$ cat src/rtl/csa_pkg.sv
package csa_pkg;

  // Lowest bit index of block k when block 0 has first_w bits and each
  // later block is step bits wider than its predecessor.
  function automatic int blk_lo(input int k, input int first_w, input int step);
    return k * first_w + (step * k * (k - 1)) / 2;
  endfunction

  // Width of block k.
  function automatic int blk_w(input int k, input int first_w, input int step);
    return first_w + step * k;
  endfunction

  // Total operand width covered by nblk blocks.
  function automatic int total_w(input int nblk, input int first_w, input int step);
    return blk_lo(nblk, first_w, step);
  endfunction

endpackage

$ cat src/rtl/csa_pg_setup.sv
// Per-bit setup stage: half-sum (propagate) and carry-generate terms.
module csa_pg_setup #(
  parameter int W = 4
) (
  input  logic [W-1:0] a,
  input  logic [W-1:0] b,
  output logic [W-1:0] p,
  output logic [W-1:0] g
);
  assign p = a ^ b;
  assign g = a & b;
endmodule

$ cat src/rtl/csa_ripple.sv
// Ripple carry chain over precomputed propagate/generate terms.
module csa_ripple #(
  parameter int W = 4
) (
  input  logic [W-1:0] p,
  input  logic [W-1:0] g,
  input  logic         cin,
  output logic [W-1:0] s,
  output logic         cout
);
  logic [W:0] c;

  assign c[0] = cin;

  for (genvar i = 0; i < W; i++) begin : g_bit
    assign c[i+1] = g[i] | (p[i] & c[i]);
    assign s[i]   = p[i] ^ c[i];
  end

  assign cout = c[W];
endmodule

$ cat src/rtl/csa_select_block.sv
// One upper block: two speculative ripple chains sharing a setup stage,
// resolved by the real incoming carry.
module csa_select_block #(
  parameter int W = 4
) (
  input  logic [W-1:0] a,
  input  logic [W-1:0] b,
  input  logic         csel,
  output logic [W-1:0] s,
  output logic         cout
);
  logic [W-1:0] p;
  logic [W-1:0] g;
  logic [W-1:0] s_if0;
  logic [W-1:0] s_if1;
  logic         c_if0;
  logic         c_if1;

  csa_pg_setup #(.W(W)) setup_i (
    .a (a),
    .b (b),
    .p (p),
    .g (g)
  );

  csa_ripple #(.W(W)) chain0_i (
    .p    (p),
    .g    (g),
    .cin  (1'b0),
    .s    (s_if0),
    .cout (c_if0)
  );

  csa_ripple #(.W(W)) chain1_i (
    .p    (p),
    .g    (g),
    .cin  (1'b1),
    .s    (s_if1),
    .cout (c_if1)
  );

  assign s    = csel ? s_if1 : s_if0;
  assign cout = csel ? c_if1 : c_if0;
endmodule

$ cat src/rtl/csa_adder.sv
module csa_adder
  import csa_pkg::*;
#(
  parameter bit SQRT_MODE = 1'b1,
  parameter int NBLK      = 4,
  parameter int FIRST_W   = SQRT_MODE ? 2 : 4,
  parameter int STEP      = SQRT_MODE ? 1 : 0,
  localparam int W        = total_w(NBLK, FIRST_W, STEP)
) (
  input  logic         clk,
  input  logic         rst,
  input  logic [W-1:0] a_i,
  input  logic [W-1:0] b_i,
  input  logic         cin_i,
  output logic [W-1:0] sum_o,
  output logic         cout_o
);

  // blk_c[k] is the resolved carry entering block k; blk_c[NBLK] leaves the top.
  logic [NBLK:0] blk_c;
  logic [W-1:0]  sum_c;

  assign blk_c[0] = cin_i;

  for (genvar k = 0; k < NBLK; k++) begin : g_blk
    localparam int LO = blk_lo(k, FIRST_W, STEP);
    localparam int BW = blk_w(k, FIRST_W, STEP);

    if (k == 0) begin : g_first
      logic [BW-1:0] p0;
      logic [BW-1:0] g0;

      csa_pg_setup #(.W(BW)) setup_i (
        .a (a_i[LO+BW-1:LO]),
        .b (b_i[LO+BW-1:LO]),
        .p (p0),
        .g (g0)
      );

      csa_ripple #(.W(BW)) chain_i (
        .p    (p0),
        .g    (g0),
        .cin  (blk_c[k]),
        .s    (sum_c[LO+BW-1:LO]),
        .cout (blk_c[k+1])
      );
    end else begin : g_sel
      csa_select_block #(.W(BW)) sel_i (
        .a    (a_i[LO+BW-1:LO]),
        .b    (b_i[LO+BW-1:LO]),
        .csel (blk_c[k]),
        .s    (sum_c[LO+BW-1:LO]),
        .cout (blk_c[k+1])
      );
    end
  end

  always_ff @(posedge clk) begin
    if (rst) begin
      sum_o  <= '0;
      cout_o <= 1'b0;
    end else begin
      sum_o  <= sum_c;
      cout_o <= blk_c[NBLK];
    end
  end

endmodule

$ cat config.mk
export PLATFORM = sky130hd
export DESIGN_NAME = csa_adder
export DESIGN_NICKNAME = d
export VERILOG_FILES = /design/src/rtl/csa_pkg.sv /design/src/rtl/csa_pg_setup.sv /design/src/rtl/csa_ripple.sv /design/src/rtl/csa_select_block.sv /design/src/rtl/csa_adder.sv
export SDC_FILE = /design/constraint.sdc
export NUM_CORES = 1
export LEC_CHECK = 0
export ABC_AREA = 1
export BUFFER_PORTS_ARGS = -buffer_cell sky130_fd_sc_hd__buf_2
export CAP_MARGIN = 30
export CORE_UTILIZATION = 33
export CTS_CLUSTER_DIAMETER = 80
export CTS_CLUSTER_SIZE = 8
export DETAILED_ROUTE_END_ITERATION = 8
export GPL_TIMING_DRIVEN = 0
export SLEW_MARGIN = 10
export SYNTH_ARGS = -nofsm -noshare
export SYNTH_HDL_FRONTEND = slang
export SYNTH_SLANG_ARGS = --single-unit
$ cat constraint.sdc
create_clock -name clk -period 15.9 [get_ports clk]
set_input_delay 1.59 -clock clk [delete_from_list [all_inputs] [get_ports clk]]
set_output_delay 1.59 -clock clk [all_outputs]
set_load 0.05 [all_outputs]
# Word-level counts from Yosys, hierarchy flattened
# Index checks and enable logic that the tools add are counted.
# classes
mux,6
shifts,0
multipliers,0
n_eq_ne,0
order_cmp,0
n_addsub,0
n_bitwise,74
div_mod_pow,0
reduce_logical,0
# op_table
operator,count
1-bit OR,23
1-bit bitwise AND,20
1-bit bitwise XOR,20
5-bit bitwise AND,1
5-bit 2-to-1 mux,1
5-bit bitwise XOR,1
4-bit bitwise AND,1
4-bit 2-to-1 mux,1
4-bit bitwise XOR,1
3-bit bitwise AND,1
1-bit 2-to-1 mux,3
3-bit 2-to-1 mux,1
1-bit NOT,3
3-bit bitwise XOR,1
2-bit bitwise AND,1
2-bit bitwise XOR,1
# totals
ramBits,0
ff_bits,15
wordCells,82
mem_count,0
latchBits,0
inputBits,31
mem_bits_ro,0

# Depth between registers and ports, before layout
# Gate-level depths: netlist (run 1).
# depth
depth_word,11
ltp_mapped,24
depth_no_buf,24

# Hierarchy
# A second synthesis (run 1) with hierarchy kept.
# unflattened
hier_cells,218
area_unflattened_um2,1420.1
# modules_own_cells
module,instances,seq_area_each_um2,cells_per_inst,area_per_inst_um2
csa_adder,1,300.3,46,424.2
csa_ripple at g_blk[3].g_sel.sel_i.chain0_i ...,2,0.0,20,118.9
csa_ripple at g_blk[2].g_sel.sel_i.chain0_i ...,2,0.0,16,95.1
csa_ripple at g_blk[1].g_sel.sel_i.chain0_i ...,2,0.0,12,71.3
csa_select_block at g_blk[3].g_sel.sel_i,1,0.0,21,78.8
csa_select_block at g_blk[2].g_sel.sel_i,1,0.0,18,67.6
csa_pg_setup at g_blk[3].g_sel.sel_i.setup_i,1,0.0,5,62.6
csa_select_block at g_blk[1].g_sel.sel_i,1,0.0,15,56.3
csa_pg_setup at g_blk[2].g_sel.sel_i.setup_i,1,0.0,4,50.0
csa_ripple at g_blk[0].g_first.chain_i,1,0.0,8,47.5
csa_pg_setup at g_blk[1].g_sel.sel_i.setup_i,1,0.0,3,37.5
csa_pg_setup at g_blk[0].g_first.setup_i,1,0.0,2,25.0

# Worst setup path before layout (run 1)
# OpenSTA, ideal clock, no wires.
# synth_path
path_kind,input-to-reg
start,in a_i[0]
end,reg sum_o[13]
t_arrival_ps,6377
cell_stages,22
setup_ps,64
setup_slack_ps,9459
path_buffers,0
path_cell_list,inv_1 fa_1 inv_1 fa_1 inv_1 nand2_1 o21ai_0 fa_1 fa_1 inv_1 o21ai_0 fa_1 fa_1 fa_1 inv_1 o21ai_0 fa_1 fa_1 fa_1 inv_1 fa_1 nor2_1
# synth_between
elab_chain_cells,8
word_cells_on_any_way,9
classes_between,3 x mux; 6 x bitwise
# synth_rtl
element,line,rtl
start: declaration,csa_adder.sv:12,"input logic [W-1:0] a_i,"
2-bit bitwise XOR,csa_pg_setup.sv:10,assign p = a ^ b;
1-bit bitwise AND,csa_ripple.sv:16,assign c[i+1] = g[i] | (p[i] & c[i]);
1-bit OR (*),csa_ripple.sv:16,
1-bit bitwise AND (*),csa_ripple.sv:16,
1-bit OR (*),csa_ripple.sv:16,
1-bit 2-to-1 mux (*) (2 in a row),csa_select_block.sv:43,assign cout = csel ? c_if1 : c_if0;
5-bit 2-to-1 mux (*),csa_select_block.sv:42,assign s = csel ? s_if1 : s_if0;
end signal: assignment,csa_adder.sv:63,sum_o <= sum_c;
end: declaration,csa_adder.sv:15,"output logic [W-1:0] sum_o,"
# Mark *: on every way between the ends. The rest lies on a longest branch, timed or not.
# A chain may end at the register's enable or synchronous reset.

# Worst setup path in the final report (run 1)
# Ends and elaborated chain as after synthesis.

==> reports/qor.txt, run 1 <==
Upper clock frequency limit -> 0.1523 GHz
WP data required -> 16.12 ns
Critical path fanouts, max -> 3
Worst slew pin tran -> 0.3029 ns
Fin crit share -> 41.29%
Synth unique cells -> 8
Status -> finished clean
Most common cell after layout, fill and taps aside -> buf_2
Die X -> 51.87 um
Share of cells above drive strength 1 -> 36.23%
P per Cell Area -> 95.29 nW/um2
Post-DP HPWL -> 1.319 mm
Nets -> 187
Clk slew on worst S/H paths -> 0.09 ns
Clock sinks -> 15
Crit path time final -> 6.565 ns
Post_cts resized -> 0
CP max stage cell -> fa_1
Post-route ant nets -> 0
Crit Path Category -> in2reg
First-pass GRT wire length -> 2.559 mm
Final hold violation count -> 0
TritonCTS clock tree -> done
Leakage -> 0.6645 nW
Area delta synth->final -> 35.06%
CP max stage delay -> 0.43 ns
Largest net degree at the start of global routing -> 11
Hold Crit Class -> in2reg
Ports -> 46
Ys Warns -> 0
Max-slew headroom -> 79.59%
DR vias/cell -> 4.024
Starting density of the core -> 36.06%
RSZ-0062 raised after global routing -> false
Global-route usage over all layers -> 13.19%
Top cell family by delay on the critical path -> adder cells
WL final -> 1.459 mm
CP Launch Type -> primary input
Syn nets -> 137
CP Cell Sequence -> buf_2 > inv_1 > fa_1 > inv_1 > fa_1 > inv_1 > nand2_1 > o21ai_0 > fa_1 > fa_1 > inv_1 > o21ai_0 > fa_1 > fa_1 > fa_1 > inv_1 > o21ai_0 > fa_1 > fa_1 > fa_1 > inv_1 > fa_1 > nor2_1
Final GP Congestion -> 0.6338
Antenna violations before repair -> 0
Port-buffer cells -> 45
Setup violators final -> 0
Flip-flop and latch count after synthesis -> 15
Design Power -> 105.6 uW
Core Util, Final -> 48.71%
Final hold slack -> 1.504 ns
H-tree Lvls -> 1
WP data arrival -> 6.79 ns
Clock Path Buffers -> 2
WP buf/inv -> 7
Synth Area per Inst -> 9.222 um2
Routed vias -> 668
Cell Area, Synth -> 820.8 um2
Routed WL per cell -> 8.789 um
Fin. max-slew vios -> 0
Worst VDD drop -> 58.89 uV
Placed Area -> 1081 um2
Fin Setup TNS -> 0 ns
Core Rows -> 17
Mapped Cells -> 89
Die Area -> 2691 um2
Die H -> 51.87 um
Ant diodes -> 0
Sequential area share after synthesis -> 36.59%
Post-CTS setup buffers -> 0
Most frequent cell on the critical path -> fa_1
Final Cell Area -> 1109 um2
Grt total ovfl -> 0
CTS buffer count -> 3
Starting DRT DRC Count -> 5
Root Buffer -> clkbuf_4
Hold buffers post-CTS -> 0
Critical path capture point type -> register
Vias in the first global route -> 679
Pre-antenna DRT Iters -> 4
Max-cap violations -> 0
Most frequent cells in the layout -> 45 x buf_2, 26 x inv_1, 18 x nor2_1
Drt drc -> 0
Core Area -> 2276 um2
-- metal layers --
layer  GRT usage (%)  vias to the layer above  share of wire, %  wire length, um
met4           1.351                        0                 0                0
met5               0                        -                 0                0
met3           7.018                        0               9.0              131
li1                -                      343                 -                -
met2           25.00                       23                54              792
met1           12.77                      302                37              535
-- layout make-up --
class	count	area, um2
buffer	1	11.26
clock buffer	3	22.52
clock inverter	1	5.005
fill	221	1167
inverter	26	97.59
multi-input combinational	47	411.6
sequential	15	300.3
tap	28	35.03
timing repair buffer	45	225.2
-- registers in the layout, summed over array words and instances (netlist names) --
name    cells
cout_o      1
sum_o      14
-- synth_stat cells --
master / n / area share [%]
inv_1: 26 / 12
o21ai_0: 3 / 1.8
dfxtp_1: 15 / 37
fa_1: 11 / 27
nand2_1: 9 / 4.1
nor2_1: 18 / 8.2
ha_1: 6 / 9.1
buf_6: 1 / 1.4
-- report_power, final --
group	internal, mW	switching [mW]	leakage (nW)	total (mW)
registers	0.0423	0.000995	0.125	0.0433
logic	0.0122	0.0283	0.522	0.0405
clock network	0.00934	0.0125	0.0177	0.0219
total	0.0638	0.0418	0.665	0.106
-- path summary, 6_finish.rpt --
| kind | start | to | slack, ns | depth (start not counted) |
|---|---|---|---|---|
| max | a_i[0] | sum_o[13]$_SDFF_PP0_ | 9.34 | 23 |
| min | rst | sum_o[4]$_SDFF_PP0_ | 1.50 | 2 |
-- per-stage QoR --
step / setup WS (ns) / std cells
after global placement: 9.124 / 162
after global routing: 8.975 / 166
after CTS: 9.316 / 166
final: 9.335 / 166
after floorplan: 9.459 / 89
after detailed placement: 9.018 / 162
-- logic make-up (layout without fill, tap and decap cells) --
| logic type | Yosys count | count (layout) | share of synthesized area [%] |
|---|---|---|---|
| compound gates | 3 | 3 | 1.829 |
| flops | 15 | 15 | 36.59 |
| simple gates | 27 | 27 | 12.35 |
| buf+inv | 27 | 76 | 13.26 |
| fa+ha+maj | 17 | 17 | 35.98 |
Note: power is estimated with default switching activity, not from simulation.
==> run 2, diff against run 1 <==
Settings changed: PLACE_DENSITY from default to 0.65.
Clock period 15.9 ns to 5.82 ns, I/O delays scaled along.
==> run 2 against run 1 <==
Worst setup slack worse by 9.0 ns. Sequential share of layout area hardly changed. Die area is the same. Final cell count is the same. Critical path depth stayed put.
==> reports/qor.txt, run 2 (synthesized netlist as in run 1, its figures left out) <==
Crit path time final -> 5.476 ns
GR Layer Usage met3 -> 4.386%
Biggest register -> sum_o
Gr busiest metal -> met2
CP max stage delay -> 0.42 ns
Final hold slack -> 0.5058 ns
Core Util, Final -> 48.76%
Drt drc -> 0
Status -> finished clean
Most frequent cells in the layout -> 45 x buf_2, 26 x inv_1, 18 x nor2_1
Largest net degree at the start of global routing -> 11
Met2 usage -> 25.21%
Critical path fanouts, max -> 3
Fin cells -> 166
Core Area -> 2276 um2
Starting DRT DRC Count -> 4
Grt total ovfl -> 0
Routed vias -> 665
Most common cell after layout, fill and taps aside -> buf_2
Hold_sp -> rst
Leakage -> 0.6611 nW
WL final -> 1.499 mm
Fin crit share -> 94.09%
RSZ-0062 raised after global routing -> false
Max FFs per register -> 14
Critical path capture point type -> register
Upper clock frequency limit -> 0.1826 GHz
Area delta synth->final -> 35.21%
Ant diodes -> 0
Fin. max-slew vios -> 0
Design Power -> 287.4 uW
Post_cts resized -> 0
Antenna violations before repair -> 0
Die H -> 51.87 um
Vias in the first global route -> 642
P per Cell Area -> 258.9 nW/um2
Worst slew pin tran -> 0.2681 ns
DR vias/cell -> 4.006
WP data required -> 6.04 ns
Hold Crit Class -> in2reg
Clock Path Buffers -> 2
Grt met1 use -> 12.52%
Post-CTS setup buffers -> 0
Most frequent cell on the critical path -> fa_1
Max-slew headroom -> 81.94%
Fill count -> 244
Share of cells above drive strength 1 -> 36.23%
Starting density of the core -> 36.06%
Final hold violation count -> 0
Post-DP HPWL -> 1.330 mm
Global-route usage over all layers -> 13.17%
Clk slew on worst S/H paths -> 0.08 ns
Pre-antenna DRT Iters -> 3
First-pass GRT wire length -> 2.463 mm
Hold buffers post-CTS -> 0
CP Cell Sequence -> buf_2 > inv_1 > fa_1 > inv_1 > fa_1 > inv_1 > nand2_1 > o21ai_0 > fa_1 > fa_2 > inv_1 > o21ai_1 > fa_1 > fa_1 > fa_1 > inv_1 > o21ai_0 > fa_1 > fa_1 > fa_1 > inv_1 > fa_1 > nor2_1
H-tree Lvls -> 1
Clock sinks -> 15
Core Rows -> 17
Die Area -> 2691 um2
Hold endpoint -> sum_o[4]$_SDFF_PP0_
Port-buffer cells -> 45
Post-Place Cells -> 162
Nets -> 187
Crit Path Category -> in2reg
WP data arrival -> 5.69 ns
Max-cap violations -> 0
CP Launch Type -> primary input
Setup violators final -> 0
Final GP Congestion -> 0.6878
Routed WL per cell -> 9.030 um
Post-route ant nets -> 0
Ports -> 46
CTS buffer count -> 3
Root Buffer -> clkbuf_4
Fin Setup TNS -> 0 ns
CP max stage cell -> fa_1
Largest registers -> sum_o: 14 flops, cout_o: 1 flops
Worst VDD drop -> 148.6 uV
WHS Path Cells -> 2
Die X -> 51.87 um
TritonCTS clock tree -> done
## run 2: cell count changes in the layout (fill, tap and decap cells not counted)
cell / delta
fa_1: -1
clkinv_2: -1
o21ai_1: +1
clkbuf_1: +1
fa_2: +1
o21ai_0: -1
## run 2: cell type report
| type | instances | area (um2) | area share (%) |
|---|---|---|---|
| sequential | 15 | 300.3 | 27.06 |
| timing repair buffer | 45 | 225.2 | 20.29 |
| inverter | 26 | 97.59 | 8.794 |
| tap | 28 | 35.03 | 3.157 |
| buffer | 1 | 11.26 | 1.015 |
| clock buffer | 4 | 26.28 | 2.368 |
| multi-input combinational | 47 | 414.1 | 37.32 |
## run 2: per-layer routing
metal / share of wire (%) / wire length, um
met5: 0 / 0
met4: 1.3 / 19
met3: 6.4 / 96
met2: 56 / 838
met1: 36 / 544
## run 2: through the flow
| stage | area (um2) | worst slack (ns) |
|---|---|---|
| finish | 1110 | 0.3438 |
| global route | 1110 | 0.01257 |
| floorplan | 820.8 | 0.3866 |
| CTS | 1107 | 0.2031 |
| detailed placement | 1081 | -0.1061 |
| global placement | 1081 | 0.005811 |
## run 2: worst max-delay path: cells and delay by family
kind / cells / cell delay, ns
adder cells (fa/ha/maj): 11 / 4.13
buffers and inverters: 7 / 0.50
AO/OA/AOI/OAI: 3 / 0.31
AND/OR/NAND/NOR: 2 / 0.16
## run 2: worst max path at each step
stage,depth (start not counted),startpoint,end
floorplan,22,a_i[0],sum_o[13]$_SDFF_PP0_
global placement,23,a_i[0],sum_o[13]$_SDFF_PP0_
detailed placement,23,a_i[0],sum_o[13]$_SDFF_PP0_
CTS,23,a_i[0],sum_o[13]$_SDFF_PP0_
global route,23,a_i[0],sum_o[13]$_SDFF_PP0_
finish,23,a_i[0],sum_o[13]$_SDFF_PP0_
## run 2: power breakdown
group | switching [mW] | internal (mW) | total, mW
clock network | 0.0307 | 0.0266 | 0.0573
registers | 0.00265 | 0.116 | 0.118
logic | 0.0783 | 0.0337 | 0.112
total | 0.112 | 0.176 | 0.287
==> run 3, diff against run 2 <==
Settings changed: GPL_ROUTABILITY_DRIVEN from default to 0, PLACE_DENSITY 0.65 to default.
Clock period 5.82 ns to 5.15 ns, I/O delays scaled along.
==> run 3 against run 2 <==
Critical path depth unchanged. Worst hold slack worse by 0.071 ns. First-iteration DRC count up 75%. Largest power group is now combinational logic. Sequential share of layout area decreased by 1.3 points. Flip-flop and latch count is the same. Global-route usage is 0.71 points higher.
==> reports/qor.txt, run 3 (synthesized netlist as in run 1, its figures left out) <==
WP buf/inv -> 7
Largest registers -> sum_o: 14 flops, cout_o: 1 flops
Routed WL per cell -> 9.345 um
Fin cells -> 168
Post-DP HPWL -> 1.393 mm
Die Area -> 2691 um2
Wire length on met2 -> 906 um
Nets -> 189
Vias in the first global route -> 639
Crit path time final -> 5.007 ns
Post-route ant nets -> 0
Hold_sp -> rst
Core Area -> 2276 um2
Largest net degree at the start of global routing -> 11
Core Rows -> 17
Routed vias -> 676
Fin crit share -> 97.23%
Critical path capture point type -> register
Final hold slack -> 0.4344 ns
Status -> finished clean
Share of cells above drive strength 1 -> 50.00%
Core Util, Final -> 51.29%
WP data required -> 5.37 ns
Die H -> 51.87 um
Biggest register -> sum_o
Root Buffer -> clkbuf_4
Max FFs per register -> 14
Clock sinks -> 15
Max-cap violations -> 0
Drt drc -> 0
CP max stage cell -> fa_2
Grt total ovfl -> 0
Max-slew headroom -> 82.74%
Global-route usage over all layers -> 13.88%
Fin Setup TNS -> 0 ns
Upper clock frequency limit -> 0.1997 GHz
Ports -> 46
Levels on crit path -> 23
Hold Crit Class -> in2reg
Leakage -> 0.6659 nW
TritonCTS clock tree -> done
DR vias/cell -> 4.024
Top sig layer -> met4
Pre-antenna DRT Iters -> 4
Most frequent cells in the layout -> 45 x buf_2, 21 x inv_1, 18 x nor2_1
CTS buffer count -> 3
WHS Path Cells -> 2
Fill count -> 227
CP Cell Sequence -> buf_2 > inv_1 > fa_2 > inv_2 > fa_2 > inv_2 > nand2_1 > o21ai_2 > fa_2 > fa_2 > inv_2 > o21ai_4 > fa_2 > fa_2 > fa_2 > inv_2 > o21ai_2 > fa_2 > fa_2 > fa_2 > inv_2 > fa_1 > nor2_1
Hold endpoint -> sum_o[3]$_SDFF_PP0_
Antenna violations before repair -> 0
Critical path fanouts, max -> 3
DP Worst Slack -> -0.4195 ns
Die X -> 51.87 um
Starting density of the core -> 36.06%
Port-buffer cells -> 45
Fin. max-slew vios -> 0
WL met1 -> 561 um
Hold buffers post-CTS -> 0
P per Cell Area -> 286.8 nW/um2
Most common cell after layout, fill and taps aside -> buf_2
CP Launch Type -> primary input
Worst slew pin tran -> 0.2606 ns
First-pass GRT wire length -> 2.539 mm
Ant diodes -> 0
Setup violators final -> 0
Clk slew on worst S/H paths -> 0.09 ns
Area delta synth->final -> 42.23%
Clock Path Buffers -> 2
WP data arrival -> 5.22 ns
Met3 WL -> 81 um
Crit Path Category -> in2reg
WL final -> 1.570 mm
Final hold violation count -> 0
Post-Place Cells -> 162
Starting DRT DRC Count -> 7
H-tree Lvls -> 1
Top cell family by delay on the critical path -> adder cells
Worst setup margin -> 0.1427 ns
Worst VDD drop -> 179.2 uV
CP max stage delay -> 0.39 ns
Most frequent cell on the critical path -> fa_2
-- run 3: per-layer routing --
metal | GRT usage, % | up-vias
met5 | 0 | -
met4 | 6.757 | 0
met3 | 5.263 | 2
met2 | 26.50 | 22
met1 | 12.43 | 304
li1 | - | 348
-- run 3: how the worst max path moves through the flow --
| stage | end | startpoint | slack, ns |
|---|---|---|---|
| 2_1_floorplan | sum_o[13]$_SDFF_PP0_ | a_i[0] | 0.03 |
| 3_3_place_gp | sum_o[13]$_SDFF_PP0_ | a_i[0] | -0.31 |
| 3_5_place_dp | sum_o[13]$_SDFF_PP0_ | a_i[0] | -0.42 |
| 4_1_cts | sum_o[13]$_SDFF_PP0_ | a_i[0] | 0.02 |
| 5_1_grt | sum_o[13]$_SDFF_PP0_ | a_i[0] | -0.008 |
| 6_report | sum_o[13]$_SDFF_PP0_ | a_i[0] | 0.14 |
-- run 3: stage by stage --
stage	total power [mW]	cell area [um2]
after floorplan	0.2280	838.3
after global placement	0.2631	1099
after detailed placement	0.2673	1099
after CTS	0.3341	1132
after global routing	0.3607	1167
final	0.3349	1167
-- run 3: area by class of cell --
class | instances | area [um2] | area share, %
inverter | 26 | 97.59 | 8.360
tap | 28 | 35.03 | 3.001
sequential | 15 | 300.3 | 25.72
buffer | 1 | 11.26 | 0.9646
clock inverter | 1 | 5.005 | 0.4287
timing repair buffer | 47 | 240.2 | 20.58
multi-input combinational | 47 | 455.4 | 39.01
clock buffer | 3 | 22.52 | 1.929
-- run 3: what timing repair did --
item | 4_1_cts | 5_1_grt
setup buffers | 0 | 2
cloned | 0 | 0
gates resized for setup | 4 | 11
endpoints found under the setup margin | 1 | 1
pin swaps | 1 | 6
-- run 3: where the power goes --
| part | total, mW | switching, mW | internal, mW |
|---|---|---|---|
| logic | 0.137 | 0.0925 | 0.0448 |
| clock network | 0.0640 | 0.0352 | 0.0288 |
| registers | 0.134 | 0.00298 | 0.131 |
